## src/rtl/adcs_pkg.sv

```systemverilog
package adcs_pkg;

  typedef enum logic [1:0] {
    PH_IDLE = 2'd0,
    PH_WARM = 2'd1,
    PH_SAMP = 2'd2,
    PH_BITS = 2'd3
  } phase_e;

  localparam logic [2:0] ADR_CTRL   = 3'd0;
  localparam logic [2:0] ADR_TRIG   = 3'd1;
  localparam logic [2:0] ADR_TIME   = 3'd2;
  localparam logic [2:0] ADR_RES_LO = 3'd3;
  localparam logic [2:0] ADR_RES_HI = 3'd4;

  localparam int B_START = 6;
  localparam int B_AUTO  = 5;
  localparam int B_FLAG  = 4;
  localparam int B_IEN   = 3;

endpackage

```

## src/rtl/adcs_prescale.sv

```systemverilog
module adcs_prescale #(
  parameter int PS_W = 3
) (
  input  logic            clk,
  input  logic            rst_n,
  input  logic            run,
  input  logic [PS_W-1:0] ps_sel,
  output logic            tick
);
  localparam int CNT_W = (1 << PS_W) - 1;

  logic [CNT_W-1:0] cnt_q;
  logic [CNT_W-1:0] lim;
  logic [CNT_W:0]   pow;

  always_comb begin
    pow = (CNT_W+1)'(1) << ps_sel;
    if (ps_sel == '0) lim = CNT_W'(1);
    else              lim = CNT_W'(pow - (CNT_W+1)'(1));
  end

  assign tick = run && (cnt_q == lim);

  always_ff @(posedge clk or negedge rst_n) begin
    if (!rst_n)             cnt_q <= '0;
    else if (!run || tick)  cnt_q <= '0;
    else                    cnt_q <= cnt_q + CNT_W'(1);
  end


  tick_gap_chk: assert property (@(posedge clk) disable iff (!rst_n)
    tick |=> !tick);

endmodule

```

## src/rtl/adcs_trigger.sv

```systemverilog
module adcs_trigger #(
  parameter int NUM_TRIG = 8,
  parameter int SEL_W    = 3
) (
  input  logic                clk,
  input  logic                rst_n,
  input  logic [NUM_TRIG-1:0] trig_in,
  input  logic [SEL_W-1:0]    sel,
  input  logic                en,
  output logic                edge_o
);
  logic cur;
  logic prev_q;

  always_comb begin
    cur = 1'b0;
    for (int i = 0; i < NUM_TRIG; i++) begin
      if (sel == SEL_W'(i)) cur = trig_in[i];
    end
  end

  assign edge_o = en && cur && !prev_q;

  always_ff @(posedge clk or negedge rst_n) begin
    if (!rst_n) prev_q <= 1'b0;
    else        prev_q <= cur;
  end


  edge_single_chk: assert property (@(posedge clk) disable iff (!rst_n)
    edge_o |=> !edge_o);

endmodule

```

## src/rtl/adcs_phase.sv

```systemverilog
module adcs_phase
  import adcs_pkg::*;
#(
  parameter int SU_W = 6,
  parameter int TH_W = 2,
  parameter int BITS = 10
) (
  input  logic            clk,
  input  logic            rst_n,
  input  logic            start,
  input  logic            tick,
  input  logic [SU_W-1:0] su,
  input  logic [TH_W-1:0] tht,
  output logic            busy,
  output logic            done
);
  localparam int BW  = $clog2(BITS + 1);
  localparam int CW0 = (SU_W > TH_W + 1) ? SU_W : TH_W + 1;
  localparam int CW  = (CW0 > BW) ? CW0 : BW;

  phase_e        state_q;
  logic [CW-1:0] cnt_q;
  logic          last;

  assign last = tick && (cnt_q == '0);
  assign busy = (state_q != PH_IDLE);
  assign done = (state_q == PH_BITS) && last;

  always_ff @(posedge clk or negedge rst_n) begin
    if (!rst_n) begin
      state_q <= PH_IDLE;
      cnt_q   <= '0;
    end else begin
      case (state_q)
        PH_IDLE: if (start) begin
          state_q <= PH_WARM;
          cnt_q   <= CW'(su);
        end
        PH_WARM: if (last) begin
          state_q <= PH_SAMP;
          cnt_q   <= CW'(tht) + CW'(1);
        end else if (tick) cnt_q <= cnt_q - CW'(1);
        PH_SAMP: if (last) begin
          state_q <= PH_BITS;
          cnt_q   <= CW'(BITS - 1);
        end else if (tick) cnt_q <= cnt_q - CW'(1);
        default: if (last) begin
          state_q <= PH_IDLE;
          cnt_q   <= '0;
        end else if (tick) cnt_q <= cnt_q - CW'(1);
      endcase
    end
  end


  busy_hold_chk: assert property (@(posedge clk) disable iff (!rst_n)
    (busy && !done) |=> busy);


  start_src_chk: assert property (@(posedge clk) disable iff (!rst_n)
    $rose(busy) |-> $past(start));


  done_release_chk: assert property (@(posedge clk) disable iff (!rst_n)
    done |=> !busy);

endmodule

```

## src/rtl/adcs_regs.sv

```systemverilog
module adcs_regs
  import adcs_pkg::*;
#(
  parameter int         RES_W     = 10,
  parameter int         SEL_W     = 3,
  parameter logic [7:0] TIME_INIT = 8'h55
) (
  input  logic             clk,
  input  logic             rst_n,
  input  logic [2:0]       addr,
  input  logic             wr,
  input  logic [7:0]       wdata,
  output logic [7:0]       rdata,
  input  logic             busy,
  input  logic             done,
  input  logic [RES_W-1:0] sample,
  input  logic             irq_ack,
  input  logic             gie,
  output logic             irq,
  output logic             sw_start,
  output logic             auto_en,
  output logic [SEL_W-1:0] trig_sel,
  output logic [2:0]       ps_sel,
  output logic [5:0]       su_time,
  output logic [1:0]       th_time
);
  logic             ate_q, flag_q, ien_q;
  logic [2:0]       ps_q;
  logic [SEL_W-1:0] sel_q;
  logic [7:0]       time_q;
  logic [RES_W-1:0] data_q;
  logic [15:0]      data_ext;
  logic             wr_ctrl;

  assign wr_ctrl  = wr && (addr == ADR_CTRL);
  assign sw_start = wr_ctrl && wdata[B_START];
  assign auto_en  = ate_q;
  assign trig_sel = sel_q;
  assign ps_sel   = ps_q;
  assign su_time  = time_q[5:0];
  assign th_time  = time_q[7:6];
  assign irq      = flag_q && ien_q && gie;
  assign data_ext = 16'(data_q);

  always_ff @(posedge clk or negedge rst_n) begin
    if (!rst_n) begin
      ate_q  <= 1'b0;
      ien_q  <= 1'b0;
      ps_q   <= '0;
      sel_q  <= '0;
      time_q <= TIME_INIT;
    end else if (wr) begin
      case (addr)
        ADR_CTRL: begin
          ate_q <= wdata[B_AUTO];
          ien_q <= wdata[B_IEN];
          ps_q  <= wdata[2:0];
        end
        ADR_TRIG: sel_q  <= wdata[SEL_W-1:0];
        ADR_TIME: time_q <= wdata;
        default: ;
      endcase
    end
  end

  always_ff @(posedge clk or negedge rst_n) begin
    if (!rst_n)                                   flag_q <= 1'b0;
    else if (done)                                flag_q <= 1'b1;
    else if (irq_ack || (wr_ctrl && wdata[B_FLAG])) flag_q <= 1'b0;
  end

  always_ff @(posedge clk or negedge rst_n) begin
    if (!rst_n)    data_q <= '0;
    else if (done) data_q <= sample;
  end

  always_comb begin
    case (addr)
      ADR_CTRL:   rdata = {1'b0, busy, ate_q, flag_q, ien_q, ps_q};
      ADR_TRIG:   rdata = 8'(sel_q);
      ADR_TIME:   rdata = time_q;
      ADR_RES_LO: rdata = data_ext[7:0];
      ADR_RES_HI: rdata = data_ext[15:8];
      default:    rdata = 8'h00;
    endcase
  end


  flag_rise_chk: assert property (@(posedge clk) disable iff (!rst_n)
    $rose(flag_q) |-> $past(done));


  flag_ack_chk: assert property (@(posedge clk) disable iff (!rst_n)
    (flag_q && irq_ack && !done) |=> !flag_q);


  data_hold_chk: assert property (@(posedge clk) disable iff (!rst_n)
    !done |=> $stable(data_q));

endmodule

```

## src/rtl/adcs_conv_ctrl.sv

```systemverilog
module adcs_conv_ctrl #(
  parameter int RES_W    = 10,
  parameter int NUM_TRIG = 8,
  parameter int SEL_W    = 3
) (
  input  logic                clk,
  input  logic                rst_n,
  input  logic [2:0]          reg_addr,
  input  logic                reg_wr,
  input  logic [7:0]          reg_wdata,
  output logic [7:0]          reg_rdata,
  input  logic [NUM_TRIG-1:0] trig_in,
  input  logic                gie,
  input  logic                irq_ack,
  input  logic [RES_W-1:0]    conv_sample,
  output logic                irq
);
  logic             busy, done, tick, trig_edge, sw_start, auto_en;
  logic [SEL_W-1:0] trig_sel;
  logic [2:0]       ps_sel;
  logic [5:0]       su_time;
  logic [1:0]       th_time;

  adcs_regs #(.RES_W(RES_W), .SEL_W(SEL_W), .TIME_INIT(8'h55)) u_regs (
    .clk(clk), .rst_n(rst_n), .addr(reg_addr), .wr(reg_wr), .wdata(reg_wdata),
    .rdata(reg_rdata), .busy(busy), .done(done), .sample(conv_sample),
    .irq_ack(irq_ack), .gie(gie), .irq(irq), .sw_start(sw_start),
    .auto_en(auto_en), .trig_sel(trig_sel), .ps_sel(ps_sel),
    .su_time(su_time), .th_time(th_time)
  );

  adcs_trigger #(.NUM_TRIG(NUM_TRIG), .SEL_W(SEL_W)) u_trig (
    .clk(clk), .rst_n(rst_n), .trig_in(trig_in), .sel(trig_sel),
    .en(auto_en), .edge_o(trig_edge)
  );

  adcs_prescale #(.PS_W(3)) u_div (
    .clk(clk), .rst_n(rst_n), .run(busy), .ps_sel(ps_sel), .tick(tick)
  );

  adcs_phase #(.SU_W(6), .TH_W(2), .BITS(RES_W)) u_seq (
    .clk(clk), .rst_n(rst_n), .start(sw_start || trig_edge), .tick(tick),
    .su(su_time), .tht(th_time), .busy(busy), .done(done)
  );

endmodule

```

## config.mk

```make
export PLATFORM = sky130hd
export DESIGN_NAME = adcs_conv_ctrl
export DESIGN_NICKNAME = d
export VERILOG_FILES = /design/src/rtl/adcs_pkg.sv /design/src/rtl/adcs_prescale.sv /design/src/rtl/adcs_trigger.sv /design/src/rtl/adcs_phase.sv /design/src/rtl/adcs_regs.sv /design/src/rtl/adcs_conv_ctrl.sv
export SDC_FILE = /design/constraint.sdc
export NUM_CORES = 1
export LEC_CHECK = 0
export ABC_AREA = 1
export BUFFER_PORTS_ARGS = -buffer_cell sky130_fd_sc_hd__buf_2
export CAP_MARGIN = 20
export CORE_UTILIZATION = 61
export DETAILED_ROUTE_END_ITERATION = 16
export PLACE_DENSITY = 0.81
export SETUP_SLACK_MARGIN = 0.1
export SLEW_MARGIN = 40
export SYNTH_ARGS = -nofsm -noshare
export SYNTH_HDL_FRONTEND = slang
export SYNTH_SLANG_ARGS = --single-unit
```

## constraint.sdc

```tcl
create_clock -name clk -period 2.58 [get_ports clk]
set_input_delay 0 -clock clk [delete_from_list [all_inputs] [get_ports clk]]
set_output_delay 0 -clock clk [all_outputs]
set_load 0.1 [all_outputs]
```

; ---- Word-level counts from Yosys, hierarchy flattened
; Index checks and enable logic that the tools add are counted.
[totals]
register_bits = 43
inputBits = 34
output_inout_bits = 9
wordCells = 85
[classes]
addsub = 4
eq_ne = 18
shifts = 1
mux = 24
n_reduce_logical = 27
[op_table]
columns = op, n
row1 = $pmux 8 s5, 1
row2 = $mux 6, 5
row3 = $pmux 6 s3, 1
row4 = $eq 3x3->1 const B, 5
row5 = $mux 7, 2
row6 = $eq 3x2->1 const B, 4
row7 = $logic_and 1x1->1, 10
row8 = $mux 1, 10
row9 = $logic_not 3->1, 3
row10 = $mux 2, 4
row11 = $add 7x1->7 const B, 1
row12 = $eq 7x7->1, 1
row13 = $shl 1x3->7 const A, 1
row14 = $sub 7x1->7 const B, 1
row15 = $eq 3x1->1 const B, 2
row16 = $logic_not 6->1, 1
row17 = $ne 2x1->1 const B, 3
row18 = $pmux 2 s3, 1
row19 = $reduce_and 2->1, 3
row20 = $reduce_bool 2->1, 3
row21 = $sub 6x1->6 const B, 1
row22 = $eq 2x2->1 const B, 2
row23 = $reduce_and 4->1, 1
row24 = $add 2x1->3 const B, 1
row25 = 4 further kinds, 7

; ---- Longest topological paths before layout
; Gate-level depths: netlist of run 1.
[depth]
depth_word = 14
depth_mapped = 17
ltp_nobuf = 16

; ---- Hierarchy
; From an unflattened synthesis of run 1, not the netlist that was laid out.
[hier_totals]
cells_unflattened = 379
area_unflattened_um2 = 2685.1
[modules_own_cells]
columns = module, n_inst, cells_per_inst, area_per_inst_um2, seq_area_each_um2
row1 = adcs_regs, 1, 176, 1360.1, 680.7
row2 = adcs_phase, 1, 119, 765.7, 200.2
row3 = adcs_prescale, 1, 60, 427.9, 175.2
row4 = adcs_trigger, 1, 21, 120.1, 25.0
row5 = adcs_conv_ctrl, 1, 3, 11.3, 0.0

; ---- Worst setup path before layout of run 1
; No wires, ideal clock.
[synth_path]
path_kind = register -> output
start = register u_regs.time_q[1]
end = output reg_rdata[1]
arrival_time_ns = 2.482
t_required_ns = 2.580
slack_ns = 0.098
path_stages_with_launch = 3
path_buffers = 0
path_cell_list = dfrtp_1 inv_1 o21ai_0
[synth_via]
elab_chain_len = 1
[synth_lines]
columns = item, line
row1 = from (decl), adcs_regs.sv:30  ; logic [7:0] time_q;
row2 = from (signal assigned), adcs_regs.sv:60  ; ADR_TIME: time_q <= wdata;
row3 = $pmux 8 s5, adcs_regs.sv:78  ; case (addr)
row4 = to (decl), adcs_conv_ctrl.sv:11  ; output logic [7:0] reg_rdata,
; Every way passes these cells.

; ---- Final worst setup path of run 1
[layout_path]
start = register u_regs.ps_q[2], in the netlist u_regs.ps_sel[2]
end = register u_regs.data_q[9]
[layout_via]
elab_chain_len = 7
elab_cells_between_ends = 8
cone_classes = add/sub: 1 / eq/ne: 1 / shift: 1 / mux: 1 / reduce/logical: 4
[layout_lines]
columns = item, line
row1 = from (decl), adcs_regs.sv:28  ; logic [2:0] ps_q;
row2 = from (signal assigned), adcs_regs.sv:57  ; ps_q <= wdata[2:0];
row3 = $shl 1x3->7, adcs_prescale.sv:17  ; pow = (CNT_W+1)'(1) << ps_sel;
row4 = $sub 7x1->7, adcs_prescale.sv:19  ; else lim = CNT_W'(pow - (CNT_W+1)'(1));
row5 = $mux 7 (*), adcs_prescale.sv:18  ; if (ps_sel == '0) lim = CNT_W'(1);
row6 = $eq 7x7->1 (*), adcs_prescale.sv:22  ; assign tick = run && (cnt_q == lim);
row7 = $logic_and 1x1->1 (*), adcs_prescale.sv:22
row8 = $logic_and 1x1->1 (*), adcs_phase.sv:25  ; assign last = tick && (cnt_q == '0);
row9 = $logic_and 1x1->1 (*), adcs_phase.sv:27  ; assign done = (state_q == PH_BITS) && last;
row10 = to (signal assigned), adcs_regs.sv:74  ; else if (done) data_q <= sample;
row11 = to (decl), adcs_regs.sv:31  ; logic [RES_W-1:0] data_q;
; Every way passes the cells marked *; elsewhere a longest branch is shown, timed or not.
; A chain may end at the register's enable or synchronous reset.

==> results.py, run 1 <==
metrics = {
    "grt": {
        "grtUsageMet2": 0.556,
        "grt_max_degree": 44,
        "first_global_vias": 2478,
        "top_usage_layer": "met2",
        "antenna_found_initial": 0,
        "overflow": 0,
        "grt.met3_usage": 0.0617,
        "gr-usage-all-layers": 0.321,
        "grt_pass1_wl_um": 10900,
        "globalRouteMet1Util": 0.373,
    },
    "timing": {
        "skew_ns": 0.0141,
        "final.setup.tns_ns": 0,
        "clock.fmax_ghz": 0.474,
        "period_share": 0.817,
        "worst_slew_pin_slew_ns": 0.724,
        "rsz0062_at_grt": "false",
        "relSlewSlack": 0.513,
        "fin_crit_ns": 2.11,
        "slew_viol_final": 0,
        "final-setup-viol-count": 0,
        "hold_viol_final": 0,
    },
    "synthesis": {
        "synth_nets": 387,
        "yosysSeqAreaShare": 0.403,
        "post_synth_num_cell_types": 41,
        "ys_ff_latch": 43,
        "syn-cell-area_mm2": 0.00268,
        "synth_cells": 345,
        "synth.avg_cell_area_um2": 7.78,
        "yosys_warnings": 0,
    },
    "layout": {
        "drive_gt1_frac": 0.203,
        "regArea_mm2": 0.00108,
        "fillers": 263,
        "multi_input_area_mm2": 0.00136,
        "diodes": 0,
        "finalNetCount": 449,
        "synthToLayoutAreaGrowth_pct": 20.4,
    },
    "flow_run": {
        "cap_violations": 0,
    },
    "power": {
        "p_sw_mw": 0.993,
        "max-vdd-ir-drop_mv": 0.519,
        "leakagePower_nw": 1.68,
        "seq_power_share": 0.407,
        "clkPwrFrac": 0.228,
        "p_total_mw": 2.47,
        "switching_share": 0.401,
        "p_comb_frac": 0.365,
        "p_per_area_mw_per_mm2": 766,
        "power.internal_mw": 1.48,
    },
    "route": {
        "wirelength_um": 6880,
        "viasPerCell": 5.66,
        "avgRoutedWirePerCell_um": 15.0,
        "drtIter0Drc": 267,
        "num_vias": 2590,
        "antenna_left": 0,
        "remaining_drc_errors": 0,
        "first_pass_iters": 4,
    },
    "die": {
        "io_pins": 43,
        "die_w_um": 68.3,
        "fp.dieH_um": 68.3,
        "start_util": 0.652,
        "rows": 23,
        "dieArea_mm2": 0.00467,
        "core-area_mm2": 0.00412,
    },
    "setup_path": {
        "end_kind": "register",
        "startpoint_type": "register",
        "crit_path_frequent_cell": "nand2_1",
        "cp_cell_sequence": "nand2_1 > nand2_1 > nand2_1 > inv_1 > nand3_1 > nor2_2 > nand3_4 > nor2_4 > nand4_4 > clkinv_1 > nand2_1 > nor2_1 > a21oi_1",
        "critPathKind": "reg2reg",
        "crit_path_max_incr_delay_ns": 0.58,
        "cp_max_fo": 12,
        "cp.required_ns": 2.77,
        "cp.buffers_inverters": 2,
        "arrival_ns": 2.29,
        "cp_top_family": "simple AND/OR/NAND/NOR gates",
        "cp_slowest_cell": "dfrtp_1",
    },
    "clocking": {
        "clk_transition_reported_paths_ns": 0.09,
        "cts.sinks": 43,
        "clock_path_buffers": 2,
        "cts_resized": 0,
        "ctsHtreeMaxLevel": 2,
        "cts-root-buf": "clkbuf_8",
        "clk_latency_ns": 0.30,
        "numCtsBuffers": 5,
        "cts_setup_buffers": 0,
        "cts_tree": "done",
    },
    "placement": {
        "portBuffers": 42,
        "gp_congestion": 0.861,
        "dpl.hpwl_um": 4570,
    },
    "run_status": {
        "status": "complete, no violations",
    },
    "min_path": {
        "hold_class": "in2reg",
    },
}
-- synthesized netlist by cell type, drive strengths merged --
master	instances	area [um2]
a21o	1	7.51
a21oi	14	73.8
a221oi	1	8.76
a22o	1	8.76
a22oi	2	15.0
a31oi	2	12.5
buf	5	42.5
clkbuf	2	7.51
clkinv	1	3.75
dfrtp	39	976
dfstp	4	105
ha	8	100
inv	49	184
mux2	10	143
nand2	95	367
nand3	23	128
nand3b	1	7.51
nand4	7	65.1
nor2	31	136
nor3	4	20.0
nor3b	2	15.0
o2111ai	1	8.76
o211ai	3	22.5
o21ai	31	159
o22ai	1	6.26
o31ai	1	7.51
xor2	6	52.6
-- placed cells by master (no fill, tap or decap), types with 5 or more instances in the layout --
cell,count
nand2_1,93
inv_1,43
buf_2,41
dfrtp_1,39
nor2_1,25
o21ai_0,23
nand3_1,22
dlygate4sd3_1,20
a21oi_1,13
mux2_4,8
ha_1,8
o21ai_1,7
inv_2,6
xor2_1,6
clkbuf_8,6
nor2_2,5
nand4_1,5
-- registers in the layout, summed over array words and instances, names as in the netlist --
name and flops:
u_regs.time_q 8, u_regs.ien_q 1, u_regs.ps_sel 3, u_regs.flag_q 1
u_seq.state_q 2, u_trig.prev_q 1, u_div.cnt_q 7, u_seq.cnt_q 6
u_regs.trig_sel 3, u_regs.auto_en 1, u_regs.data_q 10
-- power by group through the flow --
stage	registers (mW)	logic (mW)	clock network, mW
4_1_cts	0.998	0.891	0.572
6_report	1.01	0.904	0.564
3_3_place_gp	1.00	0.837	0
3_5_place_dp	1.01	0.858	0
5_1_grt	1.02	1.01	0.594
2_1_floorplan	0.938	0.737	0
-- per-stage QoR --
stage | instance area (um2) | hold WS [ns] | cells | worst slack (ns) | utilization
finish | 3230 | 0.0738 | 458 | 0.472 | 0.785
floorplan | 2680 | -0.296 | 345 | 0.308 | -
CTS | 3230 | 0.0585 | 458 | 0.514 | 0.785
global route | 3230 | 0.108 | 458 | 0.293 | 0.785
global placement | 2910 | 0.184 | 430 | 0.624 | 0.706
detailed placement | 2910 | 0.0163 | 430 | 0.558 | 0.707
-- cell type report --
| cell class | instances | share of cell area |
|---|---|---|
| clock buffer | 6 | 0.0256 |
| clock inverter | 2 | 0.0120 |
| inverter | 50 | 0.0581 |
| multi-input combinational | 245 | 0.422 |
| sequential | 43 | 0.335 |
| tap | 50 | 0.0194 |
| timing repair buffer | 62 | 0.128 |
-- path summary, 6_finish.rpt --
check,start,endpoint,slack (ns),depth (start not counted)
max in group asynchronous,rst_n,u_regs.time_q[0]$_DFFE_PN1P_,2.00,2
worst min register to register,u_regs.time_q[2]$_DFFE_PN1P_,u_regs.time_q[2]$_DFFE_PN1P_,0.52,2
worst max register to register,u_regs.ps_sel[2]$_DFFE_PN0P_,u_regs.data_q[9]$_DFFE_PN0P_,0.47,13
min in group asynchronous,rst_n,u_seq.cnt_q[5]$_DFFE_PN0P_,0.22,2
worst max-delay path,u_regs.ps_sel[2]$_DFFE_PN0P_,u_regs.data_q[9]$_DFFE_PN0P_,0.47,13
worst min-delay path,trig_in[2],u_trig.prev_q$_DFF_PN0_,0.07,5
-- kinds of logic (layout without fill, tap and decap cells) --
logic type	after synthesis	count (layout)	synth area share
adder cells (fa/ha/maj)	8	8	0.0373
XOR/XNOR	6	6	0.0196
buffers and inverters	57	120	0.0886
flip-flops	43	43	0.403
AND/OR/NAND/NOR	163	163	0.275
AO/OA/AOI/OAI	58	58	0.123
multiplexers	10	10	0.0532
-- what timing repair did --
action	4_1_cts	5_1_grt
endpoints found under the hold margin	60	0
hold buffers	20	0
endpoints found under the setup margin	0	0
-- worst register-to-register path: cells and delay by family (launching register included) --
| family | cells | cell delay [ns] |
|---|---|---|
| compound gates | 1 | 0.06 |
| buf+inv | 2 | 0.14 |
| flops | 1 | 0.58 |
| simple gates | 10 | 1.22 |
-- metal layers --
metal / up-vias / routed length [um]
met4: 0 / 319
met3: 28 / 422
li1: 1240 / -
met5: - / 0
met2: 121 / 3310
met1: 1201 / 2830
Power figures use the tool's default switching activity.
==> inputs of run 2 (changes only) <==
--- a/config.mk
+++ b/config.mk
@@ -8,9 +8,9 @@
 export ABC_AREA = 1
 export BUFFER_PORTS_ARGS = -buffer_cell sky130_fd_sc_hd__buf_2
 export CAP_MARGIN = 20
-export CORE_UTILIZATION = 61
+export CORE_UTILIZATION = 51
 export DETAILED_ROUTE_END_ITERATION = 16
-export PLACE_DENSITY = 0.81
+export PLACE_DENSITY = 0.72
 export SETUP_SLACK_MARGIN = 0.1
 export SLEW_MARGIN = 40
 export SYNTH_ARGS = -nofsm -noshare
==> constraint.sdc (replaced) <==
create_clock -name clk -period 1.9 [get_ports clk]
set_input_delay 0 -clock clk [delete_from_list [all_inputs] [get_ports clk]]
set_output_delay 0 -clock clk [all_outputs]
set_load 0.1 [all_outputs]
==> run 2 against run 1 <==
Effect of this change: the run now ends with DRC, setup timing left; maximum frequency is 8.6% higher; clock power is 3% higher; sequential share of layout area is 3.0 points lower; critical path type unchanged; largest cell class unchanged.
==> results.py, run 2 (synthesized netlist as in run 1, its figures left out) <==
metrics = {
    "placement": {
        "dpl.hpwl_um": 4790,
        "gp_congestion": 0.865,
        "dpl_worst_slack_ns": -0.167,
        "placed_cells": 459,
        "portBuffers": 42,
    },
    "clocking": {
        "clock_path_buffers": 2,
        "clk_latency_ns": 0.29,
        "clk_transition_reported_paths_ns": 0.08,
        "numCtsBuffers": 5,
        "cts.sinks": 43,
        "cts_tree": "done",
        "cts-root-buf": "clkbuf_8",
        "ctsHtreeMaxLevel": 2,
    },
    "timing": {
        "clock.fmax_ghz": 0.515,
        "fin_crit_ns": 1.94,
        "period_share": 1.02,
        "slew_viol_final": 0,
        "worst_slew_pin_slew_ns": 0.495,
        "final-setup-viol-count": 18,
        "final.setup.tns_ns": -0.404,
        "rsz0062_at_grt": "true",
        "setup_ws_ns": -0.0409,
        "hold_viol_final": 0,
        "relSlewSlack": 0.667,
        "skew_ns": 0.00131,
    },
    "setup_path": {
        "cp.required_ns": 2.09,
        "rr_worst_depth": 11,
        "critPathKind": "reg2reg",
        "arrival_ns": 2.13,
        "end_kind": "register",
        "startpoint_type": "register",
        "rrSetupSlack_ns": -0.04,
        "r2r-end": "u_regs.data_q[9]$_DFFE_PN0P_",
        "r2r-start": "u_regs.ps_sel[2]$_DFFE_PN0P_",
        "crit_path_max_incr_delay_ns": 0.48,
        "cp_cell_sequence": "buf_6 > o21ai_4 > nand3_1 > nor2_4 > nand3_4 > nor2_4 > nand4_4 > inv_2 > nand2_4 > nor2_4 > a21oi_2",
        "crit_path_frequent_cell": "nor2_4",
        "cp_slowest_cell": "dfrtp_2",
        "cp_max_fo": 8,
    },
    "grt": {
        "gr-usage-all-layers": 0.262,
        "grt_pass1_wl_um": 11000,
        "antenna_found_initial": 0,
        "first_global_vias": 2476,
        "grt_max_degree": 17,
        "overflow": 0,
    },
    "route": {
        "viasPerCell": 5.26,
        "dr_wl_met2_um": 3480,
        "avgRoutedWirePerCell_um": 14.1,
        "drtIter0Drc": 146,
        "remaining_drc_errors": 1,
        "num_vias": 2630,
        "antenna_left": 0,
        "first_pass_iters": 10,
        "wl_met1_um": 3090,
        "wl_met3_um": 319,
        "top_layer": "met4",
        "wirelength_um": 7030,
    },
    "run_status": {
        "status": "finished, violations left",
        "violations": "DRC, setup timing",
    },
    "min_path": {
        "hold_class": "in2reg",
        "hold_depth": 5,
        "min_from": "trig_in[3]",
        "min_to": "u_trig.prev_q$_DFF_PN0_",
    },
    "die": {
        "start_util": 0.529,
        "dieArea_mm2": 0.00555,
        "core-area_mm2": 0.00507,
        "fp.dieH_um": 74.5,
        "rows": 26,
        "io_pins": 43,
        "die_w_um": 74.5,
    },
    "power": {
        "leakagePower_nw": 1.80,
        "max-vdd-ir-drop_mv": 0.473,
        "p_per_area_mw_per_mm2": 971,
        "p_total_mw": 3.45,
    },
    "layout": {
        "synthToLayoutAreaGrowth_pct": 32.5,
        "mostFrequentLayoutCell": "nand2_1",
        "largest-register": "u_regs.data_q",
        "largest_reg_flops": 10,
        "top_regs": "u_regs.data_q: 10 flops, u_regs.time_q: 8 flops, u_div.cnt_q: 7 flops",
        "final_cell_mix": "nand2_1, inv_1, buf_2, dfrtp_1, o21ai_0",
        "fillers": 414,
        "fin_cells": 500,
        "drive_gt1_frac": 0.307,
        "diodes": 0,
        "finalNetCount": 471,
    },
    "flow_run": {
        "cap_violations": 0,
    },
}
-- run 2: cell count changes in the layout (fill, tap and decap cells not counted), sizes merged --
| cell | delta |
|---|---|
| nand2 | +1 |
| clkinv | +1 |
| clkbuf | +2 |
| inv | -1 |
| buf | +19 |
| bufinv | -1 |
| clkinvlp | +1 |
-- run 2: stage by stage --
| stage | utilization | area [um2] | hold WS [ns] |
|---|---|---|---|
| 2_1_floorplan | - | 2710 | -0.296 |
| 3_3_place_gp | 0.595 | 3020 | -0.0835 |
| 3_5_place_dp | 0.595 | 3020 | -0.0825 |
| 4_1_cts | 0.669 | 3400 | 0.0756 |
| 5_1_grt | 0.700 | 3550 | 0.111 |
| 6_report | 0.700 | 3550 | 0.0792 |
-- run 2: cell type report --
class                   instances  area [um2]  share of cell area
inverters                      50         195              0.0549
clock buffers                   6        72.6              0.0204
repair buffers                 83         592               0.166
well taps                      70        87.6              0.0246
flip-flops and latches         43        1080               0.305
multi-input cells             246        1510               0.425
clock inverters                 2        12.5             0.00352
-- run 2: worst max path at each step --
| stage | start | end | depth (start not counted) |
|---|---|---|---|
| final | u_regs.ps_sel[2]$_DFFE_PN0P_ | u_regs.data_q[9]$_DFFE_PN0P_ | 11 |
| after global placement | u_regs.ps_sel[2]$_DFFE_PN0P_ | u_regs.data_q[8]$_DFFE_PN0P_ | 13 |
| after detailed placement | u_regs.ps_sel[2]$_DFFE_PN0P_ | u_seq.cnt_q[2]$_DFFE_PN0P_ | 12 |
| after floorplan | u_seq.state_q[0]$_DFFE_PN0P_ | reg_rdata[6] | 4 |
| after CTS | u_regs.ps_sel[2]$_DFFE_PN0P_ | u_seq.cnt_q[2]$_DFFE_PN0P_ | 11 |
| after global routing | u_regs.ps_sel[2]$_DFFE_PN0P_ | u_seq.cnt_q[0]$_DFFE_PN0P_ | 15 |
-- run 2: timing repair --
action                                  CTS  global route
pin swaps                                 7            14
buffers inserted                          8             4
cloned                                    0             1
hold buffers                             20             0
gates resized for setup                   9            32
endpoints found under the hold margin    61             0
endpoints found under the setup margin   18            21
-- run 2: per-layer routing --
metal | track usage | up-vias
li1 | - | 1288
met1 | 0.333 | 1231
met2 | 0.449 | 93
met3 | 0.0488 | 18
met4 | 0.0839 | 0
met5 | 0 | -
-- run 2: report_power, final --
group	switching, mW	leakage [nW]	internal [mW]
Sequential	0.223	0.499	1.13
Clock	0.325	0.0412	0.257
Combinational	0.909	1.26	0.608
Total	1.46	1.80	2.00
-- run 2: critical path: cells and delay by family, from the launching register on --
| family | cells | cell delay (ns) |
|---|---|---|
| buffers and inverters | 2 | 0.26 |
| AOI/OAI and AO/OA | 2 | 0.19 |
| DFF | 1 | 0.48 |
| and+or+nand+nor | 7 | 0.90 |
